File: config.mk
export PLATFORM = sky130hd
export DESIGN_NAME = sysbus_arbiter
export DESIGN_NICKNAME = d
export VERILOG_FILES = /design/src/rtl/sysbus_arb_pkg.sv /design/src/rtl/sysbus_arb_cell.sv /design/src/rtl/sysbus_prio_enc.sv /design/src/rtl/sysbus_onehot_dec.sv /design/src/rtl/sysbus_arbiter.sv
export SDC_FILE = /design/constraint.sdc
export NUM_CORES = 1
export LEC_CHECK = 0
export BUFFER_PORTS_ARGS = -buffer_cell sky130_fd_sc_hd__buf_2
export CAP_MARGIN = 5
export CORE_MARGIN = 2
export CORE_UTILIZATION = 46
export CTS_CLUSTER_DIAMETER = 120
export CTS_CLUSTER_SIZE = 28
export DETAILED_ROUTE_END_ITERATION = 7
export PLACE_DENSITY = 0.72
export SLEW_MARGIN = 10
export SYNTH_ARGS = -nofsm -noshare
export SYNTH_HDL_FRONTEND = slang
export SYNTH_SLANG_ARGS = --single-unit
File: constraint.sdc
create_clock -name clk -period 5.33 [get_ports clk]
set_clock_uncertainty 0.2 [all_clocks]
set_input_delay 0.533 -clock clk [delete_from_list [all_inputs] [get_ports clk]]
set_output_delay 0.533 -clock clk [all_outputs]
set_load 0.02 [all_outputs]
File: src/rtl/sysbus_arb_pkg.sv
package sysbus_arb_pkg;
    typedef enum logic [1:0] {
        MODE_CHAIN  = 2'd0,
        MODE_RING   = 2'd1,
        MODE_ENCODE = 2'd2
    } arb_mode_e;
endpackage

File: src/rtl/sysbus_arb_cell.sv
// One link of the priority chain: keeps the token when its requester wants the bus.
module sysbus_arb_cell (
    input  logic tok_in,
    input  logic want,
    output logic tok_out,
    output logic win
);
    always_comb begin
        win     = tok_in & want;
        tok_out = tok_in & ~want;
    end
endmodule

File: src/rtl/sysbus_prio_enc.sv
// Lowest index has the highest priority; valid is low when nothing requests.
module sysbus_prio_enc #(
    parameter int NUM_REQ = 4,
    localparam int IDX_W = $clog2(NUM_REQ)
) (
    input  logic [NUM_REQ-1:0] lines,
    output logic [IDX_W-1:0]   code,
    output logic               valid
);
    always_comb begin
        code  = '0;
        valid = |lines;
        for (int i = NUM_REQ - 1; i >= 0; i--) begin
            if (lines[i]) code = IDX_W'(i);
        end
    end
endmodule

File: src/rtl/sysbus_onehot_dec.sv
module sysbus_onehot_dec #(
    parameter int NUM_REQ = 4,
    localparam int IDX_W = $clog2(NUM_REQ)
) (
    input  logic [IDX_W-1:0]   code,
    input  logic               en,
    output logic [NUM_REQ-1:0] lines
);
    always_comb begin
        lines = '0;
        for (int i = 0; i < NUM_REQ; i++) begin
            if (en && code == IDX_W'(i)) lines[i] = 1'b1;
        end
    end
endmodule

File: src/rtl/sysbus_arbiter.sv
module sysbus_arbiter
    import sysbus_arb_pkg::*;
#(
    parameter int        NUM_REQ  = 4,
    parameter arb_mode_e ARB_MODE = MODE_RING,
    localparam int IDX_W = $clog2(NUM_REQ)
) (
    input  logic               clk,
    input  logic               rst_n,
    input  logic [NUM_REQ-1:0] req_i,
    input  logic               release_i,
    output logic [NUM_REQ-1:0] ack_o,
    output logic               busy_o
);
    typedef struct packed {
        logic               busy;
        logic [NUM_REQ-1:0] ack;
        logic [IDX_W-1:0]   ptr;
    } arb_state_t;

    arb_state_t st_d, st_q;
    logic [NUM_REQ-1:0] win_vec;
    logic               win_any;

    generate
        if (ARB_MODE == MODE_ENCODE) begin : g_encode
            logic [IDX_W-1:0] enc_code;
            logic             enc_valid;
            sysbus_prio_enc #(.NUM_REQ(NUM_REQ)) enc_i (
                .lines(req_i), .code(enc_code), .valid(enc_valid));
            sysbus_onehot_dec #(.NUM_REQ(NUM_REQ)) dec_i (
                .code(enc_code), .en(enc_valid), .lines(win_vec));
            assign win_any = enc_valid;
        end else begin : g_chain
            // Requests viewed from the chain head; the head is index ptr_q.
            logic [NUM_REQ-1:0] rot_req;
            logic [NUM_REQ-1:0] tok;
            logic [NUM_REQ-1:0] rot_win;
            always_comb begin
                for (int k = 0; k < NUM_REQ; k++) begin
                    rot_req[k] = req_i[(int'(st_q.ptr) + k) % NUM_REQ];
                end
            end
            for (genvar k = 0; k < NUM_REQ; k++) begin : g_cell
                logic tok_in;
                if (k == 0) begin : g_head
                    assign tok_in = 1'b1;
                end else begin : g_link
                    assign tok_in = tok[k-1];
                end
                sysbus_arb_cell cell_i (
                    .tok_in(tok_in), .want(rot_req[k]),
                    .tok_out(tok[k]), .win(rot_win[k]));
            end
            // Token leaving the last cell means nobody claimed it.
            assign win_any = ~tok[NUM_REQ-1];
            always_comb begin
                win_vec = '0;
                for (int k = 0; k < NUM_REQ; k++) begin
                    if (rot_win[k]) win_vec[(int'(st_q.ptr) + k) % NUM_REQ] = 1'b1;
                end
            end
        end
    endgenerate

    always_comb begin
        logic [IDX_W-1:0] widx;
        widx = '0;
        for (int i = 0; i < NUM_REQ; i++) begin
            if (win_vec[i]) widx = IDX_W'(i);
        end
        st_d = st_q;
        if (st_q.busy) begin
            if (release_i) begin
                st_d.busy = 1'b0;
                st_d.ack  = '0;
            end
        end else if (win_any) begin
            st_d.busy = 1'b1;
            st_d.ack  = win_vec;
            if (ARB_MODE == MODE_RING) begin
                st_d.ptr = IDX_W'((int'(widx) + 1) % NUM_REQ);
            end
        end
    end

    always_ff @(posedge clk) begin
        if (!rst_n) st_q <= '0;
        else        st_q <= st_d;
    end

    assign ack_o  = st_q.ack;
    assign busy_o = st_q.busy;
endmodule

==> results of run 1 <==
worst reg2reg max path, stage by stage (launching register included):
cell and delay (ps):
dfxtp_1 590, inv_2 160, ha_1 430, mux2i_1 390, nor2_1 120, a2111oi_2 390
o2bb2ai_1 180, nor2b_1 160, o32ai_2 90
layer usage:
metal | vias up | routed length [µm] | GRT usage (%)
met5 | - | 0 | 0
met4 | 0 | 0 | 3.64
met3 | 0 | 99 | 7.50
met2 | 25 | 698 | 29.0
met1 | 297 | 681 | 23.8
li1 | 323 | - | -
synthesized netlist by cell type (2+ instances only):
cell,number
nor3b_1,2
a21oi_1,2
nor2b_1,3
nand2_1,12
mux2i_1,6
inv_1,3
o22ai_1,3
o2bb2ai_1,2
nand2b_1,2
dfxtp_1,7
nor2_1,4
buf_4,4
o32ai_2,2
a22oi_1,2
ha_1,5
worst min path at each step:
stage                                from                     to
finish              ack_o[1]$_SDFFE_PN0P_  ack_o[1]$_SDFFE_PN0P_
CTS                 ack_o[1]$_SDFFE_PN0P_  ack_o[1]$_SDFFE_PN0P_
global placement    ack_o[1]$_SDFFE_PN0P_  ack_o[1]$_SDFFE_PN0P_
floorplan           ack_o[1]$_SDFFE_PN0P_  ack_o[1]$_SDFFE_PN0P_
detailed placement  ack_o[1]$_SDFFE_PN0P_  ack_o[1]$_SDFFE_PN0P_
global route        ack_o[1]$_SDFFE_PN0P_  ack_o[1]$_SDFFE_PN0P_
state kept, by name, indices dropped and copies added, names as in the netlist:
register / cells
busy_o: 1
st_q: 2
ack_o: 4
layout by cell type (no fill, tap or decap), drive strengths merged:
| cell | count |
|---|---|
| nand2 | 13 |
| buf | 11 |
| dfxtp | 7 |
| mux2i | 6 |
| ha | 5 |
| nor2 | 5 |
| inv | 4 |
| clkbuf | 4 |
| o22ai | 3 |
| nor2b | 3 |
| nor3b | 3 |
| a22oi | 3 |
| nand2b | 2 |
| o2bb2ai | 2 |
| a21oi | 2 |
| o32ai | 2 |
| o21ai | 2 |
| and3 | 2 |
| or3b | 1 |
| nand3b | 1 |
| a2111o | 1 |
| and3b | 1 |
| nor3 | 1 |
| mux2 | 1 |
| mux4 | 1 |
| a211oi | 1 |
| nor4 | 1 |
| a22o | 1 |
| a311oi | 1 |
| a2111oi | 1 |
| o2111ai | 1 |
metrics by stage:
stage | utilization [%] | power [W] | instances | instance area, µm²
after floorplan | - | 0.000323 | 82 | 718
after CTS | 52.7 | 0.000412 | 108 | 785
after detailed placement | 50.9 | 0.000363 | 104 | 758
after global routing | 52.7 | 0.000449 | 108 | 785
final | 52.7 | 0.000411 | 108 | 785
after global placement | 50.9 | 0.000357 | 104 | 758
cell families after synthesis:
| logic type | synth area share [%] |
|---|---|
| buf+inv | 6.97 |
| flops | 19.5 |
| fa+ha+maj | 8.71 |
| mux | 13.6 |
| simple gates | 25.8 |
| compound gates | 25.4 |
power groups by stage:
| stage | clock, W | sequential (W) | combinational, W |
|---|---|---|---|
| floorplan | 0 | 0.0000830 | 0.000240 |
| global placement | 0 | 0.0000941 | 0.000263 |
| detailed placement | 0 | 0.0000952 | 0.000267 |
| CTS | 0.0000496 | 0.0000939 | 0.000268 |
| global route | 0.0000538 | 0.0000972 | 0.000298 |
| finish | 0.0000477 | 0.0000935 | 0.000270 |
area by class of cell:
class	instances	area [µm²]	share of cell area, %
sequential	7	140	17.9
tap	16	20.0	2.55
multi-input combinational	66	528	67.3
clock buffer	4	26.3	3.35
inverter	4	15.0	1.91
timing repair buffer	11	55.1	7.02
==> results_dict.tcl, run 1 <==
set metrics [dict create \
    htree_levels 1 \
    dp_hpwl_um 1180 \
    cts.repair_timing.setup_buffer_count 0 \
    crit_slowest_cell "dfxtp_1" \
    fillCellCount 145 \
    finalHoldViolations 0 \
    r2r_start "st_q[0]$_SDFFE_PN0P_" \
    yosysTopAreaCellShare_pct 19.5 \
    via_count 645 \
    outcome "finished, final reports clean" \
    ff2ff_setup_slack_ps 2500 \
    hp-class "reg -> reg" \
    die_y_um 43.5 \
    yosys_register_bits 7 \
    ant_nets 0 \
    min_period_ps 2830 \
    maxCapViolCount 0 \
    drt_pass1_iterations 4 \
    p_comb_share_pct 65.6 \
    start_kind "flip-flop" \
    cts-resized-gates 0 \
    crit_chain "inv_2, ha_1, mux2i_1, nor2_1, a2111oi_2, o2bb2ai_1, nor2b_1, o32ai_2" \
    synth_fp_nets 94 \
    path_depth 8 \
    worst-path-buf-inv 1 \
    arrival_ps 2750 \
    reg2reg_to "st_q[0]$_SDFFE_PN0P_" \
    die_w_um 43.5 \
    hold_buffers 0 \
    drc 0 \
    synth-seq-area-share_pct 19.5 \
    routed_via_density 5.97 \
    synthToLayoutAreaGrowth_pct 9.23 \
    cp-end-kind "flip-flop" \
    io_buffers 11 \
    setup_ws_ps 2500 \
    worst_pin_slew_ps 457 \
    ir_worst_vdd_mv 0.258 \
    cp_slowest_stage_delay_ps 590 \
    avgSynthCellArea_um2 8.76 \
    synth-edff-count 0 \
    cellInternalPower_w 0.000219 \
    antenna_found_initial 0 \
    synth_cell_types 38 \
    final-setup-viol-count 0 \
    drtIter0Drc 15 \
    grt_max_degree 14 \
    p_seq_share_pct 22.8 \
    gr-total-overflow 0 \
    cts_tree "done" \
    pwr-share-clk_pct 11.6 \
    fin_crit_sh_pct 53.1 \
    clock_latency_ps 250 \
    dp_slack_ps 2520 \
    synth.area.top_cells "dfxtp_1 (20%), ha_1 (8.7%), mux2i_1 (8.4%), nand2_1 (6.3%), o32ai_2 (4.5%)" \
    min_path_cells 2 \
    drive_gt1_share_pct 28.3 \
    slew_violations 0 \
    grt_pass1_vias 597 \
    routedWlPerCell_um 13.7 \
    crit_type "reg -> reg" \
    finalSetupTns_ps 0 \
    synthFlopType "dfxtp_1" \
    gp_congestion 0.777 \
    syn-instance-count 82 \
    cts_buffers 3 \
    cts.path.max_buffers 2 \
    startpoint "st_q[0]$_SDFFE_PN0P_" \
    rows 14 \
    reg2regPathDepth 8 \
    grt_pass1_wl_um 2590 \
    critPathCapture "st_q[0]$_SDFFE_PN0P_" \
    yosys.area.top_type "dfxtp_1" \
    switching_power_w 0.000192 \
    p_leak_nw 0.323 \
    yosysWarningCount 0 \
    cp_max_fo 13 \
    nets 105 \
    required_ps 5250 \
    design.die.area_mm2 0.00189 \
    max_freq_mhz 353 \
    design.core.area_mm2 0.00149 \
    initial_core_util_pct 48.2 \
    relSlewSlack_pct 69.3 \
    grt.total_usage_pct 18.4 \
    powerDensity_mw_per_mm2 524 \
    async_flop_share_pct 0 \
    antenna_cells 0 \
    syn_area_um2 718 \
    finalHoldWorstSlack_ps 296 \
    clkSinkCount 7 \
    rsz0062_at_grt "false" \
    clk_pin_slew_ps 50 \
    swShare_pct 46.7 \
    root_buffer "clkbuf_4" \
    cp_top_family "compound AO/OA/AOI/OAI gates" \
    pin_count 12 \
    wl_um 1480 \
]
Power figures use the tool's default switching activity.
==> inputs of run 2 (changes only) <==
--- a/config.mk
+++ b/config.mk
@@ -5,6 +5,7 @@
 export SDC_FILE = /design/constraint.sdc
 export NUM_CORES = 1
 export LEC_CHECK = 0
+export ABC_AREA = 1
 export BUFFER_PORTS_ARGS = -buffer_cell sky130_fd_sc_hd__buf_2
 export CAP_MARGIN = 5
 export CORE_MARGIN = 2
@@ -12,7 +13,7 @@
 export CTS_CLUSTER_DIAMETER = 120
 export CTS_CLUSTER_SIZE = 28
 export DETAILED_ROUTE_END_ITERATION = 7
-export PLACE_DENSITY = 0.72
+export PLACE_DENSITY = 0.74
 export SLEW_MARGIN = 10
 export SYNTH_ARGS = -nofsm -noshare
 export SYNTH_HDL_FRONTEND = slang
==> constraint.sdc (replaced) <==
create_clock -name clk -period 2.5 [get_ports clk]
set_clock_uncertainty 0.2 [all_clocks]
set_input_delay 0.25 -clock clk [delete_from_list [all_inputs] [get_ports clk]]
set_output_delay 0.25 -clock clk [all_outputs]
set_load 0.02 [all_outputs]
==> run 2 against run 1 <==
Effect of this change: sequential share of layout area is 2.0 points lower; critical endpoint unchanged; clock power is 120% higher; sequential power up 90%; critical path type unchanged; cell count increased by 39%.
==> results_dict.tcl, run 2 <==
set metrics [dict create \
    outcome "finished, final reports clean" \
    clock_latency_ps 260 \
    synthFlopType "dfxtp_1" \
    dp_slack_ps 432 \
    synth_cell_types 21 \
    max_freq_mhz 483 \
    synth-edff-count 0 \
    pin_count 12 \
    maxCapViolCount 0 \
    yosysMostFrequentCell "nand2_1" \
    antenna_found_initial 0 \
    hold_buffers 0 \
    min_period_ps 2070 \
    min_path_cells 2 \
    synth_fp_nets 133 \
    synthToLayoutAreaGrowth_pct 9.43 \
    antenna_cells 0 \
    rows 15 \
    finalSetupTns_ps 0 \
    setup_ws_ps 430 \
    syn_area_um2 810 \
    rsz0062_at_grt "false" \
    syn-instance-count 121 \
    design.core.area_mm2 0.00169 \
    grt_pass1_wl_um 2990 \
    layout_commonest_cell "nand2_1" \
    ir_worst_vdd_mv 0.722 \
    crit_type "reg -> reg" \
    powerDensity_mw_per_mm2 1460 \
    drtIter0Drc 27 \
    worst_pin_slew_ps 188 \
    drc 0 \
    yosys_register_bits 7 \
    avgSynthCellArea_um2 6.69 \
    reg2regPathDepth 12 \
    hp-class "in -> reg" \
    wl_um 1700 \
    yosys.area.top_type "dfxtp_1" \
    nets 146 \
    routedWlPerCell_um 11.4 \
    design.die.area_mm2 0.00211 \
    p_leak_nw 0.448 \
    ant_nets 0 \
    cp_max_fo 9 \
    routed_via_density 5.28 \
    layout_common_cells "nand2_1 (33), nand3_1 (23), inv_1 (11), buf_2 (11)" \
    cts.repair_timing.setup_buffer_count 0 \
    grt.total_usage_pct 19.5 \
    final-setup-viol-count 0 \
    die_w_um 46.0 \
    arrival_ps 2020 \
    async_flop_share_pct 0 \
    gp_congestion 0.870 \
    synth-seq-area-share_pct 17.3 \
    gr-total-overflow 0 \
    slew_violations 0 \
    required_ps 2450 \
    finalHoldViolations 0 \
    clk_pin_slew_ps 50 \
    fin_crit_sh_pct 82.8 \
    yosysWarningCount 0 \
    io_buffers 11 \
    clkSinkCount 7 \
    cts-resized-gates 0 \
    cts.path.max_buffers 2 \
    grt_max_degree 10 \
    relSlewSlack_pct 87.4 \
    htree_levels 1 \
    post-route-util_pct 52.4 \
    cts_tree "done" \
    power_w 0.00129 \
    die_y_um 46.0 \
    via_count 792 \
    root_buffer "clkbuf_4" \
    yosys-top-cells-count "nand2_1 (33), nand3_1 (23), inv_1 (11)" \
    synth.area.top_cells "dfxtp_1 (17%), nand2_1 (15%), nand3_1 (14%), ha_1 (7.7%), nand3_4 (6.5%)" \
    dp_hpwl_um 1400 \
    drive_gt1_share_pct 26.3 \
    drt_pass1_iterations 4 \
    grt_pass1_vias 698 \
    initial_core_util_pct 47.9 \
    cts_buffers 3 \
    start_kind "flip-flop" \
    cp-end-kind "flip-flop" \
    largest_reg_flops 4 \
    yosysTopAreaCellShare_pct 17.3 \
]
==> run 2: changes by cell type after synthesis, sizes merged, moves of 3 or more <==
cell / delta
nand2: +30
nand3: +27
inv: +10
mux2i: -6
a21oi: +5
nor2: +4
a22oi: -3
nor2b: -3
nor3b: -3
o22ai: -3
==> run 2: final timing paths <==
| check | from | to | slack [ps] |
|---|---|---|---|
| setup / recovery | st_q[0]$_SDFFE_PN0P_ | st_q[0]$_SDFFE_PN0P_ | 430 |
| hold / removal | rst_n | busy_o$_SDFF_PN0_ | 40 |
| setup reg to reg | st_q[0]$_SDFFE_PN0P_ | st_q[0]$_SDFFE_PN0P_ | 430 |
| hold reg to reg | ack_o[1]$_SDFFE_PN0P_ | ack_o[1]$_SDFFE_PN0P_ | 280 |
==> run 2: stage by stage <==
| stage | area (µm²) | hold WS [ps] | cells |
|---|---|---|---|
| after global placement | 860 | 266 | 146 |
| after global routing | 886 | 45.5 | 150 |
| after detailed placement | 860 | 271 | 146 |
| final | 886 | 39.3 | 150 |
| after floorplan | 810 | 198 | 121 |
| after CTS | 886 | 37.1 | 150 |
==> run 2: area by class of cell <==
class	count	area [µm²]
Clock buffer	4	26.3
Fill cell	178	803
Inverter	14	57.6
Multi-Input combinational cell	95	571
Sequential cell	7	140
Tap cell	17	21.3
Timing Repair Buffer	13	70.1
==> run 2: cell families (layout without fill, tap and decap cells) <==
| family | after synthesis | after routing | share of synthesized area, % |
|---|---|---|---|
| AO/OA/AOI/OAI | 10 | 10 | 6.80 |
| adder cells (fa/ha/maj) | 5 | 5 | 7.73 |
| flip-flops | 7 | 7 | 17.3 |
| AND/OR/NAND/NOR | 80 | 80 | 56.0 |
| buffers and inverters | 19 | 31 | 12.2 |
==> run 2: critical path, cell delays in order, from the launching register on <==
cell and delay (ps):
dfxtp_1 400, inv_6 80, ha_1 350, inv_1 130, nand3_1 100, nand2_2 110, nand2_4 70, nor2_4 120
nand3_4 100, nand2_4 100, nor2_1 60, nand2_1 70, a21oi_1 50
==> run 2: per-layer routing <==
| layer | vias to the layer above | track usage, % | share of wire (%) |
|---|---|---|---|
| li1 | 410 | - | - |
| met1 | 355 | 28.0 | 48 |
| met2 | 23 | 28.1 | 46 |
| met3 | 4 | 5.95 | 5.0 |
| met4 | 0 | 4.57 | 1.1 |
| met5 | - | 0 | 0 |
==> run 2: power breakdown <==
group | leakage, nW | internal (W) | switching, W
logic | 0.375 | 0.000335 | 0.000672
registers | 0.0576 | 0.000152 | 0.0000259
clock network | 0.0150 | 0.0000612 | 0.0000457
